==> src/rtl/seg_xlat_pkg.sv <==
package seg_xlat_pkg;

  // Kind of result held in the output register.
  typedef enum logic [1:0] {
    RSP_IDLE  = 2'd0,
    RSP_OK    = 2'd1,
    RSP_FAULT = 2'd2
  } rsp_kind_e;

endpackage

==> src/rtl/seg_table.sv <==
module seg_table #(
  parameter int NUM_SEG = 4,
  parameter int SEG_W   = 3,
  parameter int OFF_W   = 16,
  parameter int PA_W    = 20
) (
  input  logic             clk,
  input  logic             rst_n,
  input  logic             wr_en,
  input  logic [SEG_W-1:0] wr_idx,
  input  logic [PA_W-1:0]  wr_base,
  input  logic [OFF_W-1:0] wr_limit,
  input  logic [SEG_W-1:0] rd_idx,
  output logic [PA_W-1:0]  rd_base,
  output logic [OFF_W-1:0] rd_limit,
  output logic             rd_hit
);

  logic [PA_W-1:0]  base_q [NUM_SEG];
  logic [OFF_W-1:0] lim_q  [NUM_SEG];

  // One base/limit register pair per entry; an index past the table matches none.
  for (genvar g = 0; g < NUM_SEG; g++) begin : g_ent
    always_ff @(posedge clk or negedge rst_n) begin
      if (!rst_n) begin
        base_q[g] <= '0;
        lim_q[g]  <= '0;
      end else if (wr_en && (wr_idx == SEG_W'(g))) begin
        base_q[g] <= wr_base;
        lim_q[g]  <= wr_limit;
      end
    end
  end

  // The read select is an AND-OR mux, so an out-of-range index returns zeros and no hit.
  always_comb begin
    rd_base  = '0;
    rd_limit = '0;
    rd_hit   = 1'b0;
    for (int i = 0; i < NUM_SEG; i++) begin
      if (rd_idx == SEG_W'(i)) begin
        rd_base  = base_q[i];
        rd_limit = lim_q[i];
        rd_hit   = 1'b1;
      end
    end
  end

endmodule

==> src/rtl/seg_check.sv <==
module seg_check #(
  parameter int OFF_W = 16,
  parameter int PA_W  = 20
) (
  input  logic             hit,
  input  logic [PA_W-1:0]  base,
  input  logic [OFF_W-1:0] limit,
  input  logic [OFF_W-1:0] off,
  output logic             ok,
  output logic [PA_W-1:0]  addr
);

  // Strict bound: an offset equal to the limit is already outside.
  function automatic logic fits(input logic [OFF_W-1:0] o, input logic [OFF_W-1:0] l);
    return o < l;
  endfunction

  // Relocation sum, wrapping at the physical address width.
  function automatic logic [PA_W-1:0] relocate(input logic [PA_W-1:0] b, input logic [OFF_W-1:0] o);
    return b + PA_W'(o);
  endfunction

  always_comb begin
    ok   = hit && fits(off, limit);
    addr = ok ? relocate(base, off) : '0;
  end

endmodule

==> src/rtl/seg_xlat.sv <==
module seg_xlat
  import seg_xlat_pkg::*;
#(
  parameter int NUM_SEG = 4,
  parameter int SEG_W   = 3,
  parameter int OFF_W   = 16,
  parameter int PA_W    = 20
) (
  input  logic             clk,
  input  logic             rst_n,
  input  logic             cfg_we,
  input  logic [SEG_W-1:0] cfg_sel,
  input  logic [PA_W-1:0]  cfg_base,
  input  logic [OFF_W-1:0] cfg_limit,
  input  logic             req_valid,
  input  logic [SEG_W-1:0] req_seg,
  input  logic [OFF_W-1:0] req_off,
  output logic             rsp_valid,
  output logic             rsp_fault,
  output logic [PA_W-1:0]  rsp_addr
);

  localparam int SEG_SPAN = 1 << SEG_W;

  initial begin
    if (NUM_SEG < 1 || NUM_SEG > SEG_SPAN) $error("NUM_SEG must lie in 1..2**SEG_W");
    if (PA_W < OFF_W) $error("PA_W must not be narrower than OFF_W");
  end

  // Named internal events, brought out for the checker.
  logic             xl_hit;
  logic [PA_W-1:0]  xl_base;
  logic [OFF_W-1:0] xl_limit;
  logic             xl_ok;
  logic [PA_W-1:0]  xl_addr;

  seg_table #(
    .NUM_SEG (NUM_SEG),
    .SEG_W   (SEG_W),
    .OFF_W   (OFF_W),
    .PA_W    (PA_W)
  ) u_table (
    .clk      (clk),
    .rst_n    (rst_n),
    .wr_en    (cfg_we),
    .wr_idx   (cfg_sel),
    .wr_base  (cfg_base),
    .wr_limit (cfg_limit),
    .rd_idx   (req_seg),
    .rd_base  (xl_base),
    .rd_limit (xl_limit),
    .rd_hit   (xl_hit)
  );

  seg_check #(
    .OFF_W (OFF_W),
    .PA_W  (PA_W)
  ) u_check (
    .hit   (xl_hit),
    .base  (xl_base),
    .limit (xl_limit),
    .off   (req_off),
    .ok    (xl_ok),
    .addr  (xl_addr)
  );

  rsp_kind_e       kind_d, kind_q;
  logic [PA_W-1:0] addr_q;

  always_comb begin
    if (!req_valid)  kind_d = RSP_IDLE;
    else if (xl_ok)  kind_d = RSP_OK;
    else             kind_d = RSP_FAULT;
  end

  always_ff @(posedge clk or negedge rst_n) begin
    if (!rst_n) begin
      kind_q <= RSP_IDLE;
      addr_q <= '0;
    end else begin
      kind_q <= kind_d;
      addr_q <= (kind_d == RSP_OK) ? xl_addr : '0;
    end
  end

  assign rsp_valid = (kind_q != RSP_IDLE);
  assign rsp_fault = (kind_q == RSP_FAULT);
  assign rsp_addr  = addr_q;

endmodule

==> config.mk <==
export PLATFORM = sky130hd
export DESIGN_NAME = seg_xlat
export DESIGN_NICKNAME = d
export VERILOG_FILES = /design/src/rtl/seg_xlat_pkg.sv /design/src/rtl/seg_table.sv /design/src/rtl/seg_check.sv /design/src/rtl/seg_xlat.sv
export SDC_FILE = /design/constraint.sdc
export NUM_CORES = 1
export LEC_CHECK = 0
export BUFFER_PORTS_ARGS = -buffer_cell sky130_fd_sc_hd__buf_2
export CAP_MARGIN = 25
export CORE_MARGIN = 4
export CORE_UTILIZATION = 45
export DETAILED_ROUTE_END_ITERATION = 8
export MAX_ROUTING_LAYER = met4
export PLACE_DENSITY = 0.6
export REMOVE_ABC_BUFFERS = 1
export SLEW_MARGIN = 20
export SYNTH_ARGS = -nofsm -noshare
export SYNTH_HDL_FRONTEND = slang
export SYNTH_SLANG_ARGS = --single-unit
==> constraint.sdc <==
create_clock -name clk -period 3.1 [get_ports clk]
set_input_delay 0.31 -clock clk [delete_from_list [all_inputs] [get_ports clk]]
set_output_delay 0.31 -clock clk [all_outputs]
set_load 0.03 [all_outputs]
-- Word level (Yosys, flattened, before mapping)
Index checks and enable logic that the tools add are counted.
- bits in registers: 166
- bits in latches: 0
- bits in writable memories: 0
- memory bits (read-only): 0
- output and inout port bits: 22
- memories kept: 0
- add/subtract/negate cells: 1
- multipliers: 0
- divide/modulo/power cells: 0
- $lt $le $gt $ge: 1
- equality and inequality tests: 8
- shift-type cells: 0
- mux-type cells: 16
- bitwise operators: 0
- reduce and logical (&&, ||, !) cells: 8
- operators with widths (operator ; count):
    $mux W20 ; 6
    $mux W16 ; 4
    $add A20 B16 Y20 ; 1
    $lt A16 B16 Y1 ; 1
    $eq A3 B2 Y1 const B ; 4
    $eq A3 B1 Y1 const B ; 2
    $logic_not A3 Y1 ; 2
    $logic_and A1 B1 Y1 ; 5
    $mux W1 ; 4
    $mux W2 ; 2
    $eq A2 B1 Y1 const B ; 1
    $eq A2 B2 Y1 const B ; 1
    $reduce_bool A2 Y1 ; 1

-- Logic depth before layout (Yosys ltp)
Gate-level depths: netlist (run 1).
- depth in word-level cells: 11
- gate-level depth with buffers: 13

-- Hierarchy
Synthesis (run 1) repeated with hierarchy kept, for this count alone.
- cells, all modules: 661
- area, all modules: 8434.3 µm²
- by module, submodules not included (module ; times used ; cells an instance ; area an instance (µm²) ; seq. area each (µm²)):
    seg_table ; 1 ; 433 ; 6418.7 ; 3603.5
    seg_check ; 1 ; 178 ; 1278.7 ; 0.0
    seg_xlat ; 1 ; 50 ; 737.0 ; 550.5

-- Worst setup path after synthesis (run 1)
Ideal clock, no wire load.
- path type: input -> register
- from: input port req_seg[0]
- to: register addr_q[18], in the netlist rsp_addr[18]
- library setup time: 0.086 ns
- arrival time: 3.156 ns
- data required time: 3.014 ns
- setup slack: -0.142 ns
- cell stages on the path: 13
- path buffers: 2
- path through: buf_6 > buf_2 > mux4_2 > nor2b_1 > ha_1 > inv_1 > fa_1 > nand3b_1 > a21oi_1 > o31a_1 > a221o_1 > o311a_1 > nor3_1
- word-level cells in the longest chain between the ends: 11
- elaborated cells between the ends (all ways): 24
- RTL lines (element ; line ; RTL):
    from (decl) ; seg_xlat.sv:16 ; input logic [SEG_W-1:0] req_seg,
    $logic_not A3 Y1 ; seg_table.sv:41 ; if (rd_idx == SEG_W'(i)) begin
    $mux W16 (4 in a row) ; seg_table.sv:41 ;
    $lt A16 B16 Y1 ; seg_check.sv:15 ; return o < l;
    $logic_and A1 B1 Y1 ; seg_check.sv:24 ; ok = hit && fits(off, limit);
    $mux W2 ; seg_xlat.sv:72 ; else if (xl_ok) kind_d = RSP_OK;
    $mux W2 ; seg_xlat.sv:71 ; if (!req_valid) kind_d = RSP_IDLE;
    $eq A2 B1 Y1 ; seg_xlat.sv:82 ; addr_q <= (kind_d == RSP_OK) ? xl_addr : '0;
    $mux W20 (*) ; seg_xlat.sv:82 ;
    to (signal assigned) ; seg_xlat.sv:82 ;
    to (decl) ; seg_xlat.sv:68 ; logic [PA_W-1:0] addr_q;
Mark *: on every way between the ends. The rest lies on a longest branch, timed or not.
A chain may end at the register's enable or synchronous reset.

-- Final worst setup path (run 1)
- from: register u_table.base_q[60] (netlist name)
- to: register addr_q[18], in the netlist rsp_addr[18]
- word-level cells in the longest chain between the ends: 7
- RTL lines (element ; line ; RTL):
    from (decl) ; seg_table.sv:19 ; logic [PA_W-1:0] base_q [NUM_SEG];
    from (signal, indexed assignment) ; seg_table.sv:29 ; base_q[g] <= wr_base;
    $mux W20 (4 in a row) ; seg_table.sv:41 ;
    $add A20 B16 Y20 ; seg_check.sv:20 ; return b + PA_W'(o);
    $mux W20 ; seg_check.sv:25 ; addr = ok ? relocate(base, off) : '0;
    $mux W20 ; seg_xlat.sv:82 ;
Every way passes these cells.

==> results of run 1 <==
==> Yosys cell counts, types with 3 or more instances <==
| cell | n |
|---|---|
| dfrtp_1 | 166 |
| mux2_2 | 144 |
| mux4_2 | 35 |
| ha_1 | 33 |
| nor2_1 | 29 |
| a21oi_1 | 23 |
| nand2b_1 | 18 |
| nor2b_1 | 18 |
| buf_2 | 11 |
| inv_1 | 10 |
| clkbuf_1 | 9 |
| nand2_1 | 9 |
| o21ai_0 | 9 |
| nor3_1 | 8 |
| a211oi_1 | 6 |
| buf_1 | 6 |
| a21o_1 | 5 |
| nand4_1 | 5 |
| xnor2_1 | 5 |
| xor2_1 | 5 |
| mux2i_1 | 4 |
| o21a_1 | 4 |
| and3_1 | 3 |
| o211ai_1 | 3 |
==> flip-flops by register name (all words and copies together) (netlist names) <==
| name | flops |
|---|---|
| kind_q | 2 |
| rsp_addr | 20 |
| u_table.base_q | 80 |
| u_table.lim_q | 64 |
==> kinds of logic (layout without fill, tap and decap cells) <==
family | after synthesis | after routing | share of synthesized area
xor gates and xnor gates | 10 | 10 | 0.01048
DFF | 166 | 166 | 0.4972
AOI/OAI and AO/OA | 67 | 67 | 0.05376
adders and majority gates | 34 | 34 | 0.05181
muxes | 183 | 183 | 0.2932
and+or+nand+nor | 108 | 108 | 0.07352
buffers and inverters | 38 | 176 | 0.02007
==> repair_timing <==
action / 4_1_cts / 5_1_grt
endpoints found under the setup margin: 0 / 1
hold buffers: 1 / 0
endpoints found under the hold margin: 60 / 0
resized for setup: 0 / 2
==> final timing paths <==
kind	start	endpoint	slack (ns)
worst max-delay path	u_table.base_q[60]$_DFFE_PN0P_	rsp_addr[18]$_DFF_PN0_	0.22
worst min-delay path	cfg_limit[13]	u_table.lim_q[13]$_DFFE_PN0P_	0.16
worst max register to register	u_table.base_q[60]$_DFFE_PN0P_	rsp_addr[18]$_DFF_PN0_	0.22
worst min register to register	u_table.base_q[61]$_DFFE_PN0P_	u_table.base_q[61]$_DFFE_PN0P_	0.50
max in group asynchronous	rst_n	u_table.lim_q[44]$_DFFE_PN0P_	1.79
min in group asynchronous	rst_n	u_table.lim_q[6]$_DFFE_PN0P_	0.44
==> cell type report <==
cell class	instances	area, um^2
Sequential cell	166	4154
Clock inverter	9	128.9
Timing Repair Buffer	137	867.1
Multi-Input combinational cell	402	4083
Clock buffer	20	446.7
Tap cell	229	286.5
Fill cell	1482	8083
Inverter	10	37.54
==> metal layers <==
layer / GRT usage / up-vias / routed length, um
met5: - / - / 0
met4: 0.06333 / 0 / 355
met3: 0.03538 / 24 / 545
met2: 0.3278 / 92 / 9456
met1: 0.2497 / 2742 / 8321
li1: - / 2487 / -
==> power groups by stage <==
stage          combinational (mW)  sequential (mW)  clock (mW)
2_1_floorplan                1.02             2.81           0
3_3_place_gp                 1.47             2.83           0
3_5_place_dp                 1.52             2.86           0
4_1_cts                      1.53             2.82        2.15
5_1_grt                      1.68             2.87        2.23
6_report                     1.51             2.82        2.10
==> metrics by stage <==
| step | util | hold WS, ns |
|---|---|---|
| after floorplan | - | 0.01441 |
| after global placement | 0.5202 | 0.3418 |
| after detailed placement | 0.5202 | 0.3344 |
| after CTS | 0.5525 | 0.1400 |
| after global routing | 0.5531 | 0.1523 |
| final | 0.5531 | 0.1561 |
==> layout by cell type, fill, tap and decap left out, drive strengths merged, types with 2 or more instances in the layout <==
master and instances:
dfrtp 166, mux2 144, buf 136, mux4 35
ha 33, nor2 29, a21oi 24, clkbuf 20
nor2b 18, nand2b 18, inv 11, o21ai 11
nor3 10, nand2 9, a211oi 7, nand4 5
a21o 5, xnor2 5, xor2 5, mux2i 4
o21a 4, and3 3, o211ai 3, clkinv 3
bufinv 3, a221o 2, nand3b 2, or2 2
or4 2, a31oi 2, nand4b 2, or3 2
nor4bb 2, clkinvlp 2
==> worst max-delay path, delay by kind of cell, from the launching register on <==
kind / cells / cell delay [ns]
flip-flops: 1 / 0.38
AND/OR/NAND/NOR: 3 / 0.39
buffers and inverters: 1 / 0.07
multiplexers: 1 / 0.45
AO/OA/AOI/OAI: 4 / 1.13
adder cells (fa/ha/maj): 2 / 0.38
==> metrics.md, run 1 <==
| Metric | Value |
|---|---|
| Status | complete, no violations |
| #FFs+latches synth | between 150 and 200 |
| Pin count of the biggest net entering global routing | 82 |
| Initial cell density of the core | 0.4620 |
| Req. time, crit path | 3.44 ns |
| Avg Vias per Cell | 5.493 |
| Period Utilization, post-route | 0.9301 |
| Slew Viols, Final | 0 |
| Post-DR wirelength/cell | between 15 and 20 um |
| Cell Area, Synth | 8356 um^2 |
| Top_reg_cell synth | dfrtp_1 |
| Clock power frac | 0.326 |
| Crit path capture type | register |
| Post-synthesis cell count | 606 |
| Synth-to-layout area growth | 19.72% |
| Routed WL | between 15,000 and 20,000 um |
| Mean Syn Cell Area | 13.79 um^2 |
| Post-synth cell types | 52 |
| DRT Pass-1 Iters | 6 |
| Clk_lat worst skew | 0.42 ns |
| Worst VDD drop | around 0.37 mV |
| Nets | between 800 and 900 |
| Post-synth top area share | 0.4972 |
| Combinational Power Share | 0.236 |
| Max-slew headroom | 0.5888 |
| Port Buffer Count | 83 |
| Post-route setup slack | 0.2166 ns |
| Dpl cells | 943 |
| Crit path max-delay cell type | mux4_2 |
| Net Sw Power | 1.695 mW |
| YS warnings | 0 |
| Clock Pin Slew Worst Setup and Hold Paths | 0.06 ns |
| Post-Route Skew | 0.007801 ns |
| Async SR Flop Fraction | 1.000 |
| Arr. time, crit path | 3.23 ns |
| Full die area | 20,810 um^2 |
| Fin area | 10,000 um^2 |
| Reg power frac | 0.438 |
| Post-place setup slack | -0.1314 ns |
| Layout cells sized above 1 | 0.4785 |
| Gr ovfl total | 0 |
| Global placement routability congestion | between 0.8 and 0.9 |
| Largest cells by area after synthesis | dfrtp_1 (50%), mux2_2 (19%), mux4_2 (9.4%) |
| Initial antenna violation count | 0 |
| Setup CP Type | reg2reg |
| DP Wirelength | 13,400 um |
| Layout Cells excl Fill | 973 |
| Worst path max stage delay | 0.45 ns |
| Yosys top cell by area | dfrtp_1 |
| IO Pins | 84 |
| Antenna Nets Post-Route | 0 |
| Final min period | 2.883 ns |
| Critical path, cell by cell | mux4_2, nor2b_1, ha_1, inv_1, fa_1, nand3b_1, a21oi_1, o31a_1, a221o_1, o311a_1, nor3_2 |
| Max Fclk | 346.8 MHz |
| Number of diodes | 0 |
| Hold WC Path Type | in2reg |
| Setup bufs post-CTS | 0 |
| DR iter-0 viols | ~240 |
| Total CTS buffers | 17 |
| Crit path launch type | register |
| Bufs on Longest Clock Path | 2 |
| Max Cap Violations | 0 |
| Part of the Yosys area used for sequential elements | 0.4972 |
| Worst Hold Depth | 2 |
| Clk sinks | between 150 and 200 |
| Reg2Reg Depth | 11 |
| CTS tree | done |
| Vias in the first global route | slightly below 6,000 |
| Pint | 4.729 mW |
| Clk root buf | clkbuf_16 |
| Chip height | approximately 140 um |
| Die W | 144.3 um |
| Pwr Total | roughly 6.4 mW |
| Net switching share of the total power | 0.2638 |
| Pleak | 4.510 nW |
| Area of the core | ~18,000 um^2 |
| # DRC | 0 |
| Pin slew with the least headroom to its limit | slightly above 0.6 ns |
| Tot GR Track Use | 0.1980 |
| Rows | 49 |
| Via count | 5,345 |
| Pwr/cell area | 642.2 nW/um^2 |
| Post-synth EDFFs | 0 |
| Endpoints failing setup | 0 |
| First-pass GRT wire length | roughly 31,000 um |
| H-tree depth | 4 |
| Setup TNS Final | 0 ns |
| DP Area | 9408 um^2 |
| CP Max Fanout | 3 |
| Hold Fails Final Rpt | 0 |
(Power assumes the default switching activity.)
==> inputs of run 2 (changes only) <==
--- a/config.mk
+++ b/config.mk
@@ -12,6 +12,7 @@
 export DETAILED_ROUTE_END_ITERATION = 8
 export MAX_ROUTING_LAYER = met4
 export PLACE_DENSITY = 0.6
+export RECOVER_POWER = 100
 export REMOVE_ABC_BUFFERS = 1
 export SLEW_MARGIN = 20
 export SYNTH_ARGS = -nofsm -noshare
==> run 2 against run 1 <==
The flow now finishes with violations (max-capacitance violations, max-slew violations). Routed wire length decreased by 0.15%. Total power decreased by 0.25%. Final cell count unchanged. Clock power about the same. Via count increased by 0.43%. Maximum frequency about the same. Critical endpoint unchanged. Largest cell class unchanged.
==> metrics.md, run 2 (same netlist as run 1, synthesis figures left out) <==
| Metric | Value |
|---|---|
| Routed WL | 18,650 um (was 18,680 um) |
| Beginning of the worst hold path | cfg_limit[13] (unchanged) |
| Port Buffer Count | 83 (unchanged) |
| Via count | 5,368 (was 5,345) |
| DR iter-0 viols | 222 (was 235) |
| Req. time, crit path | 3.44 ns (about the same) |
| Max Cap Violations | 1 (was 0) |
| H-tree depth | 4 (unchanged) |
| First-pass GRT wire length | 30,690 um (unchanged) |
| Setup CP Type | reg2reg (unchanged) |
| Crit path capture type | register (unchanged) |
| Status | complete, but fails checks (was complete, no violations) |
| # fillers | 1,501 (was 1,482) |
| Pin count of the biggest net entering global routing | 82 (unchanged) |
| Layout Cells excl Fill | 973 (unchanged) |
| Commonest cells after routing, fill and taps aside | dfrtp_1 (166), mux2_2 (143), buf_2 (59), buf_4 (41), mux4_2 (35) (was dfrtp_1 (166), mux2_2 (144), buf_2 (82), buf_4 (50), mux4_2 (35)) |
| Area of the core | 18,090 um^2 (unchanged) |
| Worst r2r src | u_table.base_q[60]$_DFFE_PN0P_ (unchanged) |
| Flop-to-flop setup slack | 0.22 ns (about the same) |
| Most common cell after layout, fill and taps aside | dfrtp_1 (unchanged) |
| Clk sinks | 166 (unchanged) |
| Worst Hold Depth | 2 (unchanged) |
| Hold Fails Final Rpt | 0 (unchanged) |
| Max Fclk | 347.0 MHz (was 346.8 MHz) |
| Initial antenna violation count | 0 (unchanged) |
| Gr ovfl total | 0 (unchanged) |
| Slew Viols, Final | 62 (was 0) |
| Final min period | 2.882 ns (was 2.883 ns) |
| Full die area | 20,810 um^2 (unchanged) |
| Arr. time, crit path | 3.23 ns (about the same) |
| Synth-to-layout area growth | 18.79% (was 19.72%) |
| Min-Delay Endpoint | u_table.lim_q[13]$_DFFE_PN0P_ (unchanged) |
| Hold slack final | 0.1576 ns (was 0.1561 ns) |
| DRT Pass-1 Iters | 6 (unchanged) |
| Total CTS buffers | 17 (unchanged) |
| Die W | 144.3 um (unchanged) |
| Global placement routability congestion | 0.8979 (unchanged) |
| Endpoints failing setup | 0 (unchanged) |
| Antenna Nets Post-Route | 0 (unchanged) |
| DP Wirelength | 13,400 um (unchanged) |
| Violated checks | max-capacitance violations, max-slew violations |
| CTS tree | done (unchanged) |
| Post-Route Skew | 0.007763 ns (was 0.007801 ns) |
| Layout cells sized above 1 | 0.4422 (was 0.4785) |
| FF-to-FF End | rsp_addr[18]$_DFF_PN0_ (unchanged) |
| Crit path launch type | register (unchanged) |
| Worst VDD drop | 0.3655 mV (was 0.3683 mV) |
| # DRC | 0 (unchanged) |
| Setup bufs post-CTS | 0 (unchanged) |
| IO Pins | 84 (unchanged) |
| Tot GR Track Use | 0.1980 (unchanged) |
| Largest register by flop count | u_table.base_q (unchanged) |
| Max FFs per register | 80 (unchanged) |
| Period Utilization, post-route | 0.9295 (was 0.9301) |
| Nets | 830 (unchanged) |
| Avg Vias per Cell | 5.517 (was 5.493) |
| Hold WC Path Type | in2reg (unchanged) |
| Pwr/cell area | 645.6 nW/um^2 (was 642.2 nW/um^2) |
| Vias in the first global route | 5,888 (unchanged) |
| Number of diodes | 0 (unchanged) |
| Chip height | 144.3 um (unchanged) |
| Clk_lat worst skew | 0.42 ns (about the same) |
| Post-DR wirelength/cell | 19.17 um (was 19.20 um) |
| Pleak | 4.403 nW (was 4.510 nW) |
| Initial cell density of the core | 0.4620 (unchanged) |
| Pin slew with the least headroom to its limit | 1.617 ns (was 0.6168 ns) |
| Dpl cells | 943 (unchanged) |
| Bufs on Longest Clock Path | 2 (unchanged) |
| Rows | 49 (unchanged) |
| Reg2Reg Depth | 11 (unchanged) |
| Clock Pin Slew Worst Setup and Hold Paths | 0.06 ns (about the same) |
| CP Max Fanout | 3 (unchanged) |
| Clk root buf | clkbuf_16 (unchanged) |
| Max-slew headroom | -0.07832 (was 0.5888) |
==> run 2: cell count changes in the layout (fill, tap and decap cells not counted), moves of 2 or more <==
cell and delta:
buf_2 -23, clkbuf_1 +23, buf_4 -9, clkbuf_2 +8, clkbuf_4 +2, nor3_1 +2, nor3_2 -2
==> run 2: routing by layer <==
layer	track usage	vias to the layer above	routed length (um)
met5	-	-	0
met4	0.06333	0	331
met3	0.03538	22	561
met2	0.3278	94	9513
met1	0.2497	2758	8242
li1	-	2494	-
==> run 2: final cells by class <==
| class | count | area [um^2] | area share |
|---|---|---|---|
| repair buffers | 137 | 814.5 | 0.08206 |
| flip-flops and latches | 166 | 4154 | 0.4185 |
| clock inverters | 9 | 128.9 | 0.01298 |
| clock buffers | 20 | 446.7 | 0.04500 |
| well taps | 229 | 286.5 | 0.02887 |
| multi-input cells | 402 | 4058 | 0.4088 |
| inverters | 10 | 37.54 | 0.003782 |
==> run 2: worst max-delay path by stage <==
stage,to,start,cells past startpoint,slack [ns]
2_1_floorplan,u_table.base_q[20]$_DFFE_PN0P_,cfg_sel[2],2,-1.37
3_3_place_gp,rsp_addr[14]$_DFF_PN0_,req_seg[0],13,-0.07
3_5_place_dp,rsp_addr[18]$_DFF_PN0_,req_seg[0],14,-0.13
4_1_cts,rsp_addr[18]$_DFF_PN0_,u_table.base_q[0]$_DFFE_PN0P_,12,0.14
5_1_grt,rsp_addr[18]$_DFF_PN0_,u_table.base_q[0]$_DFFE_PN0P_,11,-0.02
6_report,rsp_addr[18]$_DFF_PN0_,u_table.base_q[60]$_DFFE_PN0P_,11,0.22
==> run 2: worst max-delay path, cell delays in order, from the launching register on <==
cell and delay [ns]:
dfrtp_1 0.38, mux4_2 0.45, nor2b_1 0.15, ha_1 0.20, inv_1 0.07, fa_1 0.18, nand3b_1 0.13, a21oi_1 0.09
o31a_1 0.31, a221o_1 0.37, o311a_1 0.36, nor3_2 0.11
==> run 2: where the power goes <==
group | internal [mW] | leakage [nW] | switching [mW] | total [mW]
Clock | 1.27 | 0.278 | 0.822 | 2.09
Sequential | 2.60 | 2.03 | 0.214 | 2.82
Combinational | 0.844 | 2.10 | 0.654 | 1.50
==> run 2: per-stage QoR <==
stage	worst slack (ns)	setup TNS, ns	total power [mW]	util	area (um^2)
floorplan	-1.370	-98.62	3.829	-	8225
global placement	-0.06571	-0.1350	4.300	0.5202	9408
detailed placement	-0.1314	-0.4571	4.377	0.5202	9408
CTS	0.1431	0	6.495	0.5525	9993
global route	-0.01683	-0.01683	6.757	0.5488	9926
finish	0.2184	0	6.408	0.5488	9926
==> run 2: what timing repair did <==
action | CTS | global route
endpoints found under the setup margin | 0 | 1
endpoints found under the hold margin | 60 | 0
resized for setup | 0 | 2
hold buffers | 1 | 0
==> inputs of run 3 (changes only) <==
==> constraint.sdc (replaced) <==
create_clock -name clk -period 3.26 [get_ports clk]
set_input_delay 0.326 -clock clk [delete_from_list [all_inputs] [get_ports clk]]
set_output_delay 0.326 -clock clk [all_outputs]
set_load 0.03 [all_outputs]
==> run 3 against run 2 <==
The run still ends with max-capacitance violations, max-slew violations left. Total power fell by 6.0%. Non-clock buffer count fell by 22. Via count fell by 1.9%. Setup slack improved by 0.044 ns. Design area fell by 1.6%. Clock skew rose by 0.0062 ns. Worst hold slack improved by 0.012 ns. First-iteration DRC count rose by 29%. Critical path depth rose by 1. Routed wire length rose by 0.24%. Clock power fell by 6%. Sequential cell count did not move. Largest cell class unchanged. Highest routed layer unchanged.
==> metrics.md, run 3 (same netlist as run 1, synthesis figures left out) <==
| Metric | Value |
|---|---|
| Post-Route Skew | 0.01392 ns (was 0.007763 ns) |
| Arr. time, crit path | 3.33 ns (was 3.23 ns) |
| Pleak | 4.299 nW (was 4.403 nW) |
| # DRC | 0 (unchanged) |
| Max Fclk | 333.6 MHz |
| Post-route setup slack | 0.2628 ns (was 0.2184 ns) |
| Min-Delay Endpoint | u_table.base_q[18]$_DFFE_PN0P_ (was u_table.lim_q[13]$_DFFE_PN0P_) |
| Antenna Nets Post-Route | 0 (unchanged) |
| Resize count post-CTS | 0 (unchanged) |
| IO Pins | 84 (unchanged) |
| Max Cap Violations | 2 (was 1) |
| FF-to-FF End | rsp_addr[18]$_DFF_PN0_ (unchanged) |
| Beginning of the worst hold path | cfg_base[18] (was cfg_limit[13]) |
| Number of diodes | 0 (unchanged) |
| Setup bufs post-CTS | 0 (unchanged) |
| Core Util, Final | 0.5402 (was 0.5488) |
| Worst Hold Depth | 2 (unchanged) |
| H-tree depth | 4 (unchanged) |
| Worst VDD drop | 0.3734 mV (was 0.3655 mV) |
| Total CTS buffers | 17 (unchanged) |
| Largest register by flop count | u_table.base_q (unchanged) |
| Reg2Reg Depth | 11 (unchanged) |
| Clk root buf | clkbuf_16 (unchanged) |
| First-pass GRT wire length | 30,750 um (was 30,690 um) |
| Vias in the first global route | 5,753 (was 5,888) |
| Initial cell density of the core | 0.4620 (unchanged) |
| Area of the core | 18,090 um^2 (unchanged) |
| Initial antenna violation count | 0 (unchanged) |
| Reg area | 4154 um^2 (unchanged) |
| CTS tree | done (unchanged) |
| Crit path launch type | primary input (was register) |
| DRT Pass-1 Iters | 4 (was 6) |
| Via count | 5,266 (was 5,368) |
| Hold Fails Final Rpt | 0 (unchanged) |
| Port Buffer Count | 83 (unchanged) |
| # fillers | 1,523 (was 1,501) |
| RSZ-0062 raised after global routing | no |
| Synth-to-layout area growth | 16.94% (was 18.79%) |
| Dpl cells | 922 (was 943) |
| Pwr/cell area | 616.6 nW/um^2 (was 645.6 nW/um^2) |
| Flop-to-flop setup slack | 0.27 ns (was 0.22 ns) |
| Bufs on Longest Clock Path | 2 (unchanged) |
| DP Area | 9250 um^2 (was 9408 um^2) |
| Multi-input gate area in the final layout | 4068 um^2 (was 4058 um^2) |
| Layout cells sized above 1 | 0.4290 (was 0.4422) |
| Hold WC Path Type | in2reg (unchanged) |
| Layout Cells excl Fill | 954 (was 973) |
| Final min period | 2.997 ns |
| CTS Hold Bufs | 0 (was 1) |
| Tot GR Track Use | 0.1988 (was 0.1980) |
| Rows | 49 (unchanged) |
| Clk_lat worst skew | 0.43 ns (was 0.42 ns) |
| Slew Viols, Final | 135 (was 62) |
| Worst r2r src | u_table.base_q[0]$_DFFE_PN0P_ (was u_table.base_q[60]$_DFFE_PN0P_) |
| Gr ovfl total | 0 (unchanged) |
| Clk sinks | 166 (unchanged) |
| Commonest cells after routing, fill and taps aside | dfrtp_1 (166), mux2_2 (144), buf_2 (58), mux4_2 (35), ha_1 (33) (was dfrtp_1 (166), mux2_2 (143), buf_2 (59), buf_4 (41), mux4_2 (35)) |
| Hold slack final | 0.1697 ns (was 0.1576 ns) |
| Status | complete, but fails checks (unchanged) |
| Violated checks | max-capacitance violations, max-slew violations (unchanged) |
| Crit path capture type | register (unchanged) |
| Nets | 808 (was 830) |
| CP Max Fanout | 13 (was 3) |
| Fin area | 9771 um^2 (was 9926 um^2) |
| Routed WL | 18,690 um (was 18,650 um) |
| Die W | 144.3 um (unchanged) |
| Post-place setup slack | -0.1124 ns (was -0.1314 ns) |
| DR iter-0 viols | 287 (was 222) |
| Max-slew headroom | -0.7656 (was -0.07832) |
| Clock Pin Slew Worst Setup and Hold Paths | 0.07 ns (was 0.06 ns) |
| Endpoints failing setup | 0 (unchanged) |
| Pin count of the biggest net entering global routing | 99 (was 82) |
| Period Utilization, post-route | 0.9194 |
| Pin slew with the least headroom to its limit | 2.648 ns (was 1.617 ns) |
| Most common cell after layout, fill and taps aside | dfrtp_1 (unchanged) |
| Post-DR wirelength/cell | 19.60 um (was 19.17 um) |
| Full die area | 20,810 um^2 (unchanged) |
| Setup CP Type | in2reg (was reg2reg) |
| Global placement routability congestion | 0.8957 (was 0.8979) |
| Avg Vias per Cell | 5.520 (was 5.517) |
| DP Wirelength | 13,070 um (was 13,400 um) |
| Max FFs per register | 80 (unchanged) |
| Req. time, crit path | 3.59 ns (was 3.44 ns) |
| Chip height | 144.3 um (unchanged) |
-- run 3: cell types whose count changed in the layout (fill, tap and decap cells not counted), moves of 2 or more --
cell,delta
inv_6,+4
clkbuf_4,-2
buf_4,-19
clkbuf_8,+2
bufinv_16,-2
clkbuf_2,-2
-- run 3: worst max path at each step --
stage / slack [ns] / startpoint / cells past startpoint / end
finish: 0.26 / req_seg[0] / 12 / rsp_addr[18]$_DFF_PN0_
global route: 0.04 / req_seg[0] / 12 / rsp_addr[15]$_DFF_PN0_
CTS: 0.28 / u_table.base_q[0]$_DFFE_PN0P_ / 11 / rsp_addr[18]$_DFF_PN0_
detailed placement: -0.11 / req_seg[0] / 12 / rsp_addr[18]$_DFF_PN0_
global placement: -0.002 / req_seg[0] / 12 / rsp_addr[18]$_DFF_PN0_
floorplan: -1.23 / cfg_sel[2] / 2 / u_table.base_q[20]$_DFFE_PN0P_
-- run 3: area by class of cell --
class,count,area share
sequential,166,0.4252
multi-input combinational,402,0.4163
timing repair buffer,115,0.06582
clock buffer,20,0.04777
tap,229,0.02933
clock inverter,12,0.01178
inverter,10,0.003842
-- run 3: layer usage --
metal / share of wire / GRT usage / up-vias
met3: 0.027 / 0.03935 / 20
met4: 0.018 / 0.05498 / 0
met1: 0.46 / 0.2613 / 2705
li1: - / - / 2457
met2: 0.50 / 0.3185 / 84
met5: 0 / - / -
-- run 3: where the power goes --
part           total, mW  leakage, nW  switching (mW)  internal [mW]
Combinational       1.38         1.99           0.614          0.765
Sequential          2.67         2.03           0.199           2.47
Clock               1.97        0.280           0.849           1.12
-- run 3: per-stage QoR --
step	total power, mW	setup TNS (ns)
after floorplan	3.642	-88.25
after global placement	4.042	-0.002476
after detailed placement	4.107	-0.5269
after CTS	6.090	0
after global routing	6.364	0
final	6.025	0
-- run 3: worst max-delay path, cell delays in order --
cell      delay (ns)
clkbuf_2        0.33
buf_4           0.32
mux4_2          0.55
nand2b_1        0.10
ha_1            0.25
a211oi_1        0.25
o21a_1          0.17
o21ai_0         0.08
a211oi_1        0.34
nand3_2         0.13
clkbuf_2        0.23
nor3_1          0.24
